## config.mk

```make
export PLATFORM = sky130hd
export DESIGN_NAME = hdlc_rx_fifo
export DESIGN_NICKNAME = d
export VERILOG_FILES = /design/src/rtl/hdlc_rx_fifo_pkg.sv /design/src/rtl/hdlc_rx_gate.sv /design/src/rtl/hdlc_rx_store.sv /design/src/rtl/hdlc_rx_crc_latch.sv /design/src/rtl/hdlc_rx_fifo.sv
export SDC_FILE = /design/constraint.sdc
export NUM_CORES = 1
export LEC_CHECK = 0
export BUFFER_PORTS_ARGS = -buffer_cell sky130_fd_sc_hd__buf_2
export CAP_MARGIN = 0
export CORE_ASPECT_RATIO = 1.2
export CORE_MARGIN = 5
export CORE_UTILIZATION = 30
export CTS_CLUSTER_DIAMETER = 80
export CTS_CLUSTER_SIZE = 28
export DETAILED_ROUTE_END_ITERATION = 8
export PLACE_DENSITY = 0.46
export SYNTH_ARGS = -nofsm -noshare
export SYNTH_HDL_FRONTEND = slang
export SYNTH_HIERARCHICAL = 1
export SYNTH_SLANG_ARGS = --single-unit
```

## constraint.sdc

```tcl
create_clock -name clk -period 3.8 [get_ports clk]
set_input_delay 0.38 -clock clk [delete_from_list [all_inputs] [get_ports clk]]
set_output_delay 0.38 -clock clk [all_outputs]
set_load 0.01 [all_outputs]
```

## src/rtl/hdlc_rx_fifo_pkg.sv

```systemverilog
package hdlc_rx_fifo_pkg;
  localparam int TAG_W = 2;

  typedef enum logic [TAG_W-1:0] {
    TAG_DATA  = 2'b00,
    TAG_GOOD  = 2'b01,
    TAG_ABORT = 2'b10,
    TAG_BAD   = 2'b11
  } eop_tag_e;
endpackage

```

## src/rtl/hdlc_rx_gate.sv

```systemverilog
module hdlc_rx_gate (
  input  logic clk,
  input  logic rst,
  input  logic in_vld,
  input  logic flag_seen,
  input  logic fifo_full,
  output logic wr_en,
  output logic rx_en,
  output logic ovf_pulse
);
  logic ovf_hit;

  assign ovf_hit = in_vld && rx_en && fifo_full;
  assign wr_en   = in_vld && rx_en && !fifo_full;

  always_ff @(posedge clk) begin
    if (rst) begin
      rx_en     <= 1'b1;
      ovf_pulse <= 1'b0;
    end else begin
      ovf_pulse <= ovf_hit;
      if (ovf_hit)
        rx_en <= 1'b0;
      else if (flag_seen)
        rx_en <= 1'b1;
    end
  end

  a_r3_lockout: assert property (@(posedge clk) disable iff (rst)
    (in_vld && rx_en && fifo_full) |=> (ovf_pulse && !rx_en));

  a_r5_reenable: assert property (@(posedge clk) disable iff (rst)
    (!rx_en && flag_seen) |=> rx_en);

  a_r4_quiet_when_off: assert property (@(posedge clk) disable iff (rst)
    !rx_en |=> !ovf_pulse);
endmodule

```

## src/rtl/hdlc_rx_store.sv

```systemverilog
module hdlc_rx_store #(
  parameter int DEPTH  = 128,
  parameter int DATA_W = 8,
  parameter int TAG_W  = 2,
  localparam int AW    = $clog2(DEPTH),
  localparam int CW    = AW + 1
) (
  input  logic              clk,
  input  logic              rst,
  input  logic              wr_en,
  input  logic [DATA_W-1:0] wr_data,
  input  logic [TAG_W-1:0]  wr_tag,
  input  logic              rd_en,
  output logic [DATA_W-1:0] rd_data,
  output logic [TAG_W-1:0]  rd_tag,
  output logic              rd_valid,
  output logic              empty_rd,
  output logic              head_eop,
  output logic              full,
  output logic              empty,
  output logic [CW-1:0]     level
);
  logic [DATA_W-1:0] data_mem [DEPTH];
  logic [TAG_W-1:0]  tag_mem  [DEPTH];
  logic [AW-1:0]     wr_ptr, rd_ptr;
  logic [CW-1:0]     count;
  logic              do_rd;

  assign full     = (count == CW'(DEPTH));
  assign empty    = (count == '0);
  assign level    = count;
  assign do_rd    = rd_en && !empty;
  assign head_eop = !empty && (tag_mem[rd_ptr] != '0);

  // Data array: write port and registered read, no reset (block RAM friendly)
  always_ff @(posedge clk) begin
    if (wr_en) data_mem[wr_ptr] <= wr_data;
  end

  // Tag array: small, read asynchronously for the look-ahead flag
  always_ff @(posedge clk) begin
    if (wr_en) tag_mem[wr_ptr] <= wr_tag;
  end

  always_ff @(posedge clk) begin
    if (rst) begin
      rd_data  <= '0;
      rd_tag   <= '0;
      rd_valid <= 1'b0;
      empty_rd <= 1'b0;
    end else begin
      rd_valid <= do_rd;
      empty_rd <= rd_en && empty;
      if (do_rd) begin
        rd_data <= data_mem[rd_ptr];
        rd_tag  <= tag_mem[rd_ptr];
      end else if (rd_en) begin
        rd_data <= '0;
        rd_tag  <= '0;
      end
    end
  end

  always_ff @(posedge clk) begin
    if (rst) begin
      wr_ptr <= '0;
      rd_ptr <= '0;
      count  <= '0;
    end else begin
      if (wr_en)
        wr_ptr <= (wr_ptr == AW'(DEPTH - 1)) ? '0 : wr_ptr + 1'b1;
      if (do_rd)
        rd_ptr <= (rd_ptr == AW'(DEPTH - 1)) ? '0 : rd_ptr + 1'b1;
      case ({wr_en, do_rd})
        2'b10:   count <= count + 1'b1;
        2'b01:   count <= count - 1'b1;
        default: count <= count;
      endcase
    end
  end

  a_r3_no_overflow: assert property (@(posedge clk) disable iff (rst)
    wr_en |-> !full);

  a_r10_level_bound: assert property (@(posedge clk) disable iff (rst)
    count <= CW'(DEPTH));

  a_r10_level_step: assert property (@(posedge clk) disable iff (rst)
    (wr_en && !do_rd) |=> (count == $past(count) + 1'b1));

  a_r8_empty_read: assert property (@(posedge clk) disable iff (rst)
    (rd_en && empty) |=> (empty_rd && rd_data == '0 && rd_tag == '0 && !rd_valid));

  a_r2_read_valid: assert property (@(posedge clk) disable iff (rst)
    (rd_en && !empty) |=> (rd_valid && !empty_rd));
endmodule

```

## src/rtl/hdlc_rx_crc_latch.sv

```systemverilog
module hdlc_rx_crc_latch #(
  parameter int W = 8
) (
  input  logic         clk,
  input  logic         rst,
  input  logic         cap,
  input  logic [W-1:0] hi_in,
  input  logic [W-1:0] lo_in,
  output logic [W-1:0] hi,
  output logic [W-1:0] lo
);
  always_ff @(posedge clk) begin
    if (rst) begin
      hi <= '0;
      lo <= '0;
    end else if (cap) begin
      hi <= hi_in;
      lo <= lo_in;
    end
  end

  a_r9_hold: assert property (@(posedge clk) disable iff (rst)
    !cap |=> ($stable(hi) && $stable(lo)));

  a_r9_take: assert property (@(posedge clk) disable iff (rst)
    cap |=> (hi == $past(hi_in) && lo == $past(lo_in)));
endmodule

```

## src/rtl/hdlc_rx_fifo.sv

```systemverilog
module hdlc_rx_fifo
  import hdlc_rx_fifo_pkg::*;
#(
  parameter int DEPTH  = 128,
  parameter int DATA_W = 8,
  localparam int CW    = $clog2(DEPTH) + 1
) (
  input  logic              clk,
  input  logic              rst,
  input  logic              in_vld,
  input  logic [DATA_W-1:0] in_data,
  input  logic [TAG_W-1:0]  in_tag,
  input  logic              flag_seen,
  input  logic [DATA_W-1:0] crc_hi_in,
  input  logic [DATA_W-1:0] crc_lo_in,
  input  logic              rd_req,
  output logic [DATA_W-1:0] rd_data,
  output logic [TAG_W-1:0]  rd_tag,
  output logic              rd_valid,
  output logic              rd_empty_err,
  output logic              eop_next,
  output logic              ovf_pulse,
  output logic              rx_enabled,
  output logic [CW-1:0]     fifo_level,
  output logic [DATA_W-1:0] crc_hi,
  output logic [DATA_W-1:0] crc_lo
);
  logic wr_en, full, empty, cap;

  hdlc_rx_gate u_gate (
    .clk       (clk),
    .rst       (rst),
    .in_vld    (in_vld),
    .flag_seen (flag_seen),
    .fifo_full (full),
    .wr_en     (wr_en),
    .rx_en     (rx_enabled),
    .ovf_pulse (ovf_pulse)
  );

  hdlc_rx_store #(.DEPTH(DEPTH), .DATA_W(DATA_W), .TAG_W(TAG_W)) u_store (
    .clk      (clk),
    .rst      (rst),
    .wr_en    (wr_en),
    .wr_data  (in_data),
    .wr_tag   (in_tag),
    .rd_en    (rd_req),
    .rd_data  (rd_data),
    .rd_tag   (rd_tag),
    .rd_valid (rd_valid),
    .empty_rd (rd_empty_err),
    .head_eop (eop_next),
    .full     (full),
    .empty    (empty),
    .level    (fifo_level)
  );

  assign cap = wr_en && (in_tag != TAG_DATA);

  hdlc_rx_crc_latch #(.W(DATA_W)) u_crc (
    .clk   (clk),
    .rst   (rst),
    .cap   (cap),
    .hi_in (crc_hi_in),
    .lo_in (crc_lo_in),
    .hi    (crc_hi),
    .lo    (crc_lo)
  );

  a_r7_eop_needs_data: assert property (@(posedge clk) disable iff (rst)
    eop_next |-> (fifo_level != '0));

  a_r4_drop_keeps_level: assert property (@(posedge clk) disable iff (rst)
    (!rx_enabled && !rd_req) |=> $stable(fifo_level));
endmodule

```

Word-level counts from Yosys, hierarchy flattened
Memories as Yosys holds them, arrays and structs flattened. A register that Yosys moved wholly into a read port is not among the register bits.
Index checks and enable logic that the tools add are counted.
{"block": "op_classes", "addsub": 4, "n_eq_ne": 5, "mux": 15, "n_reduce_logical": 15}
{"operator": "$mux 7", "count": 6}
{"operator": "$mux 8", "count": 2}
{"operator": "$pmux 8 s2", "count": 1}
{"operator": "$add 7x1->7 const B", "count": 2}
{"operator": "$eq 7x7->1 const B", "count": 2}
{"operator": "$reduce_bool 2->1", "count": 5}
{"operator": "$add 8x1->8 const B", "count": 1}
{"operator": "$eq 8x8->1 const B", "count": 1}
{"operator": "$logic_not 8->1", "count": 1}
{"operator": "$sub 8x1->8 const B", "count": 1}
{"operator": "$logic_and 1x1->1", "count": 7}
{"operator": "$mux 1", "count": 4}
{"operator": "$mux 2", "count": 2}
{"operator": "$eq 2x1->1 const B", "count": 1}
{"operator": "$eq 2x2->1 const B", "count": 1}
{"operator": "$logic_not 1->1", "count": 2}
{"block": "word_totals", "register_bits": 52, "mem_bits_rw": 1280, "inputBits": 31, "output_inout_bits": 39, "wordCells": 52, "memories": 2}
{"name": "u_store.data_mem", "depth": 128, "word_bits": 8, "rd": 1, "rd_clocked_by_memory_dff": 1, "wr": 1, "line": "hdlc_rx_store.sv:23", "text": "logic [DATA_W-1:0] data_mem [DEPTH];"}
{"name": "u_store.tag_mem", "depth": 128, "word_bits": 2, "rd": 1, "rd_clocked_by_memory_dff": 1, "wr": 1, "line": "hdlc_rx_store.sv:24", "text": "logic [TAG_W-1:0] tag_mem [DEPTH];"}

Longest topological paths before layout
Gate-level depths: netlist (run 1).
{"block": "depth", "word_depth": 5, "depth_mapped": 17, "ltp_nobuf": 14}

Modules after synthesis
Netlist (run 1), hierarchy kept.
{"module": "hdlc_rx_store", "instances": 1, "cells_per_inst": 2285, "area_per_inst_um2": 51075.2, "seq_area_each_um2": 39257.7}
{"module": "hdlc_rx_crc_latch", "instances": 1, "cells_per_inst": 52, "area_per_inst_um2": 580.6, "seq_area_each_um2": 320.3}
{"module": "hdlc_rx_gate", "instances": 1, "cells_per_inst": 7, "area_per_inst_um2": 67.6, "seq_area_each_um2": 40.0}
{"module": "hdlc_rx_fifo", "instances": 1, "cells_per_inst": 1, "area_per_inst_um2": 7.5, "seq_area_each_um2": 0.0}

Worst setup path before layout (run 1)
Ideal clock, no wire load.
{"block": "synth_path", "path_type": "reg-to-reg", "from": "register u_store.count[3] (netlist: u_store/level[3])", "to": "register u_store.count[7] (netlist: u_store/level[7])", "setup_ps": 121, "arrival_ps": 3332, "t_required_ps": 3679, "path_slack_ps": 347, "stages_incl_launch_ff": 16, "n_path_buf": 4, "period_less_slack_ps": 3453, "path_cell_list": "dfxtp_1 -> clkbuf_1 -> nor4_1 -> nand2_1 -> nor2_1 -> nor2_1 -> clkbuf_1 -> inv_1 -> ha_1 -> clkbuf_1 -> inv_1 -> clkbuf_1 -> or3_1 -> a221o_1 -> a31oi_1 -> mux2_2"}
{"block": "synth_via", "elab_chain_cells": 5, "elab_cells_between_ends": 12, "cone_classes": "add/sub: 2; eq/ne: 3; mux: 1; reduce/logical: 6"}
{"item": "start, declared", "line": "hdlc_rx_store.sv:26", "text": "logic [CW-1:0] count;"}
{"item": "start signal, assigned", "line": "hdlc_rx_store.sv:75", "text": "2'b10: count <= count + 1'b1;"}
{"item": "start signal, assigned", "line": "hdlc_rx_store.sv:76", "text": "2'b01: count <= count - 1'b1;"}
{"item": "start signal, assigned", "line": "hdlc_rx_store.sv:77", "text": "default: count <= count;"}
{"item": "$eq 8x8->1 *", "line": "hdlc_rx_store.sv:29", "text": "assign full = (count == CW'(DEPTH));"}
{"item": "via full", "line": "hdlc_rx_fifo.sv:28", "text": "logic wr_en, full, empty, cap;"}
{"item": "$logic_not 1->1 *", "line": "hdlc_rx_gate.sv:14", "text": "assign wr_en = in_vld && rx_en && !fifo_full;"}
{"item": "$logic_and 1x1->1 *", "line": "hdlc_rx_gate.sv:14"}
{"item": "via wr_en", "line": "hdlc_rx_fifo.sv:28"}
{"item": "$eq 2x1->1 or $eq 2x2->1 (tied branches)", "line": "hdlc_rx_store.sv:74", "text": "case ({wr_en, do_rd})"}
{"item": "$pmux 8 s2 or $reduce_bool 2->1 (tied branches)"}
Mark *: on every way through the listed nets, which the timed path passes. The rest lies on a longest branch.
A chain may end at the register's enable or synchronous reset.

==> key figures, run 1 <==
Logic synthesis
  • Mapped Nets: 2380
  • Post-synthesis area per instance: 22.1 um^2
  • Syn Inst Count: 2344
  • Yosys warns: 6
  • Post-Syn Area: 51700 um^2

Layout
  • Area Overhead vs Synth: 13.1%
  • Fraction of layout cells with a size suffix above 1: 29.5%
  • Storage element area: 39600 um^2
  • Final Util: 34.0%
  • Fin nets: 2616
  • Multi-input gate area: 11600 um^2
  • Fillers: 15983
  • Finished layout cell area: 58500 um^2

Routing
  • Remaining antenna violation count: 0
  • Post-Route WL: 134000 um
  • Via count: 24272
  • DRC errors left: 0
  • Initial DRC count: 2208
  • DRT Pass-1 Iters: 5
  • Vias per inst: 4.96
  • Wire per inst: 27.4 um

Placement
  • Port buffer count: 69
  • Final Wtd Congestion: 0.762
  • DPL Wire Length: 84300 um
  • Setup slack at placement: 0.120 ns
  • Post-DP Area: 56100 um^2

Clocking
  • Clock Pin Slew Worst Setup and Hold Paths: 0.11 ns
  • Clock latency on the worst-skew pair: 0.69 ns
  • H-tree depth: 2
  • Clock tree root driver cell: clkbuf_16
  • CTS buffer count: 55
  • Clk sink count: 1339
  • Maximum clock path buffer count: 3
  • CTS tree: done

Floorplanning
  • Row count: 167
  • Die width: 389 um
  • Io pins: 70
  • Die area: 181000 um^2
  • Die Span Y: 465 um
  • CORE AREA: 172000 um^2
  • Initial core utilization: 30.1%

Global route
  • Aggregate global routing overflow: 0
  • Vias in the first global route: 25439
  • Pin count of the biggest net entering global routing: 129
  • First-pass GRT wire length: 192000 um
  • GR Util All Layers: 14.5%
  • Initial antenna violation count: 5

Timing
  • Max Clock Skew: 0.0312 ns
  • Hold slack: 0.159 ns
  • Slew Limit Fails: 0
  • Max-slew headroom: 2.89%
  • Setup slack after layout: 0.0875 ns
  • Final min period: 3.71 ns
  • F_max: 269 MHz
  • Final-report hold violation count: 0
  • Slew @ Worst Pin: 1.45 ns
  • Final setup viols: 0
  • Tcrit/Tclk final: 97.7%

Setup path
  • Worst Setup Path Type: flop to output port
  • Worst path required time: 3.42 ns
  • R2r setup slk: 0.24 ns
  • Worst Setup End Kind: output port
  • CP arrival: 3.33 ns
  • CP Max Fanout: 6
  • CP Launch Type: flop

Worst hold path
  • Worst Hold Class: primary input to flop

Power and ir drop
  • Power, Total: 30.3 mW
  • Worst VDD drop: 378 uV
  • Leak: 17.5 nW
  • Power per cell area: 518 nW/um^2

Status
  • Status: completed

Run
  • Max cap viols: 0
[critical path, cell delays in order, from the launching register on]
cell and delay, ns:
dfxtp_4 0.39, buf_12 0.14, buf_16 0.15, buf_12 0.11, mux4_2 0.47, a2111oi_0 0.64
o21bai_1 0.19, a32oi_2 0.23, o21ai_2 0.15, buf_2 0.17
[cell usage in the layout, fill, tap and decap left out, types with 5 or more instances in the layout]
cell	count
clkbuf_16	59
o21ai_0	8
nand2_1	47
buf_4	188
bufbuf_16	5
dfxtp_1	54
dlygate4sd3_1	19
buf_12	21
buf_6	5
xor2_1	11
nand2b_1	5
edfxtp_1	1280
mux2_2	11
nor3b_1	6
mux4_2	378
o22ai_1	6
a221oi_1	8
ha_1	5
nand3_1	18
nor2_1	174
inv_1	6
nand4_1	5
xnor2_1	6
a22oi_1	13
a21oi_1	8
buf_2	59
and3b_1	5
buf_16	7
o211ai_1	16
clkbuf_1	19
nor2b_1	15
mux2i_1	54
and3_1	13
[timing repair]
item                                    4_1_cts  5_1_grt
endpoints found under the setup margin        1        1
gates resized for setup                      16       11
setup buffers                                12        5
cloned                                        6        2
hold buffers                                 19        0
pin swaps                                     1        4
hold endpoints to repair                     19        0
[worst paths after layout]
| check | start | to | cells past startpoint |
|---|---|---|---|
| hold reg to reg | u_store/rd_tag[1] | u_store/rd_tag[1] | 2 |
| setup / recovery | flop | eop_next | 9 |
| hold / removal | rst | u_crc/hi[1] | 2 |
| setup reg to reg | flop | u_store/rd_data[7] | 9 |
[metal layers]
metal / part of all wire, % / vias up / routed length (um) / track usage (%)
met5: 0 / - / 0 / 0
met4: 1.9 / 0 / 2520 / 2.82
met3: 3.8 / 111 / 5060 / 1.49
met2: 52 / 611 / 69800 / 26.0
met1: 42 / 13347 / 56600 / 19.3
li1: - / 10203 / - / -
[where the power goes]
group | internal, mW | leakage (nW) | switching, mW
sequential | 16.3 | 12.0 | 0.179
combinational | 3.13 | 4.67 | 3.31
clock | 2.96 | 0.798 | 4.41
[sequential cells by signal, indices dropped and copies added (netlist names), 2 cells and up, named ones only]
signal            flops
u_store/level         8
u_store/rd_data       8
u_crc/lo              8
u_store/data_mem   1024
u_store/tag_mem     256
u_store/rd_tag        2
u_crc/hi              8
u_store/rd_ptr        7
u_store/wr_ptr        7
[per-stage QoR]
stage          instances  TNS [ns]
6_report            4895         0
5_1_grt             4893   -0.0367
4_1_cts             4884         0
3_5_place_dp        4760         0
3_3_place_gp        4760         0
2_1_floorplan       2344         0
[layout make-up]
class                   count  share of cell area [%]
clock buffers              77                    2.58
flip-flops and latches   1339                    67.7
inverters                   7                  0.0449
well taps                2281                    4.88
diodes                      3                  0.0128
multi-input cells         871                    19.8
repair buffers            306                    4.75
clock inverters            11                   0.218
Note: power is estimated with default switching activity, not from simulation.
==> run 2: changes to the inputs <==
clock period = 4.5 ns   (was 3.8 ns; I/O delays follow)
==> key figures, run 2 (synthesized netlist as in run 1, its figures left out) <==
Status
  • Status: completed

Layout
  • Final Non-Filler Cells: 4777
  • Largest Register: u_store/data_mem
  • Most common cell after layout, fill and taps aside: edfxtp_1
  • Max reg flops: 1024
  • Fraction of layout cells with a size suffix above 1: 25.8%
  • Fin nets: 2504
  • Most frequent cells in the layout: edfxtp_1, mux4_2, nor2_1
  • Largest regs: u_store/data_mem (1024), u_store/tag_mem (256)
  • Area Overhead vs Synth: 10.3%

Placement
  • Placed Instances: 4674
  • Final Wtd Congestion: 0.773
  • DPL Wire Length: 80900 um
  • Port buffer count: 69

Global route
  • Vias in the first global route: 24714
  • First-pass GRT wire length: 183000 um
  • GR Util All Layers: 13.8%
  • Aggregate global routing overflow: 0
  • Pin count of the biggest net entering global routing: 93
  • Initial antenna violation count: 1

Setup path
  • CP arrival: 3.77 ns
  • CP Max Fanout: 46
  • CP Launch Type: flop
  • Slowest-stage cell, CP: dfxtp_4
  • Reg2reg start: u_store/level[3]
  • CP Cell Sequence: buf_4 > nor2_1 > a211oi_1 > a311oi_1 > a211oi_1 > buf_4 > nand2_1 > o21ai_0 > buf_2
  • Reg2reg end: u_store/level[5]
  • R2r setup slk: 0.58 ns
  • Worst Setup End Kind: output port
  • CP max stage delay: 0.80 ns
  • Worst Setup Path Type: flop to output port
  • Worst r2r path cells: 11
  • Worst path required time: 4.05 ns

Worst hold path
  • Worst Hold Path EP: u_gate/ovf_pulse
  • Hold path start: in_vld
  • WHS Path Cells: 3
  • Worst Hold Class: primary input to flop

Clocking
  • Clk sink count: 1339
  • CTS buffer count: 55
  • Clock latency on the worst-skew pair: 0.71 ns
  • Clock tree root driver cell: clkbuf_16
  • Clock Pin Slew Worst Setup and Hold Paths: 0.10 ns
  • H-tree depth: 2
  • Maximum clock path buffer count: 3
  • CTS tree: done

Floorplanning
  • Die Span Y: 465 um
  • Die width: 389 um
  • Die area: 181000 um^2
  • CORE AREA: 172000 um^2
  • Row count: 167
  • Initial core utilization: 30.1%
  • Io pins: 70

Timing
  • RSZ-0062 raised after global routing: false
  • Slew Limit Fails: 0
  • Tcrit/Tclk final: 93.8%
  • Slew @ Worst Pin: 1.32 ns
  • Final setup viols: 0
  • F_max: 237 MHz
  • Max Clock Skew: 0.0370 ns
  • Setup TNS: 0 ns
  • Max-slew headroom: 11.8%
  • Final-report hold violation count: 0
  • Final min period: 4.22 ns

Routing
  • Via count: 23395
  • Vias per inst: 4.90
  • Wire per inst: 26.5 um
  • Initial DRC count: 1823
  • DRT Pass-1 Iters: 5
  • Post-Route WL: 127000 um
  • Remaining antenna violation count: 0
  • DRC errors left: 0

Power and ir drop
  • Register share of total power: 56.5%
  • Leak: 16.7 nW
  • Power Internal: 18.3 mW
  • Sw Ratio: 26.0%
  • Power, Total: 24.8 mW
  • Power per cell area: 434 nW/um^2
  • Combinational power share: 19.3%
  • Clock Power Share: 24.3%
  • P_sw: 6.44 mW
  • Worst VDD drop: 329 uV

Run
  • Max cap viols: 0
run 2: cell count changes in the layout (fill, tap and decap cells not counted), moves of 3 or more:
cell,previous run,this run
buf_6,5,0
a211oi_2,3,0
buf_16,7,0
bufbuf_16,5,0
a211oi_1,3,6
buf_12,21,13
buf_4,188,104
clkbuf_16,59,55
inv_6,1,4
run 2: area by class of cell:
type | count | area, um^2
tap | 2281 | 2850
clock inverter | 9 | 96.3
timing repair buffer | 194 | 1520
clock buffer | 75 | 1460
inverter | 7 | 26.3
antenna | 1 | 2.50
sequential | 1339 | 39600
multi-input combinational | 871 | 11500
fill | 16017 | 115000
run 2: metrics by stage:
step	hold WS (ns)	worst slack (ns)	instance area, um^2	utilization (%)
floorplan	0.463	1.05	51700	-
global placement	0.449	0.744	55300	32.2
detailed placement	0.457	0.763	55300	32.2
CTS	0.0321	0.198	57100	33.2
global route	0.0614	0.0430	57100	33.2
finish	0.0812	0.279	57100	33.2
run 2: worst max-delay path by stage:
| stage | start | to | depth (start not counted) |
|---|---|---|---|
| finish | flop | eop_next | 9 |
| global route | flop | eop_next | 9 |
| CTS | flop | eop_next | 8 |
| detailed placement | u_store/level[3] | u_store/level[7] | 11 |
| global placement | u_store/level[3] | u_store/data_mem[10][6] | 9 |
| floorplan | u_store/level[3] | u_store/level[7] | 15 |
run 2: per-layer routing:
metal  up-vias  GRT usage [%]  routed length (um)
met4         0           3.17                2830
met2       508           24.4               65400
met3       107           1.46                4650
met1     12811           18.3               53700
met5         -              0                   0
li1       9969              -                   -
run 2: what timing repair did:
action,4_1_cts,5_1_grt
hold buffers,18,0
resized for setup,0,0
setup buffers,0,0
endpoints found under the hold margin,22,0
run 2: power groups by stage:
stage | Clock (mW) | Sequential, mW | Combinational [mW]
2_1_floorplan | 0 | 14.2 | 3.20
3_3_place_gp | 0 | 14.2 | 4.84
3_5_place_dp | 0 | 14.3 | 4.88
4_1_cts | 6.26 | 14.0 | 4.90
5_1_grt | 6.72 | 14.0 | 5.09
6_report | 6.00 | 14.0 | 4.78
run 2: critical path: cells and delay by family, from the launching register on:
kind            cells  cell delay, ns
compound gates      4            1.09
simple gates        2            0.17
flops               1            0.80
buf+inv             3            0.92
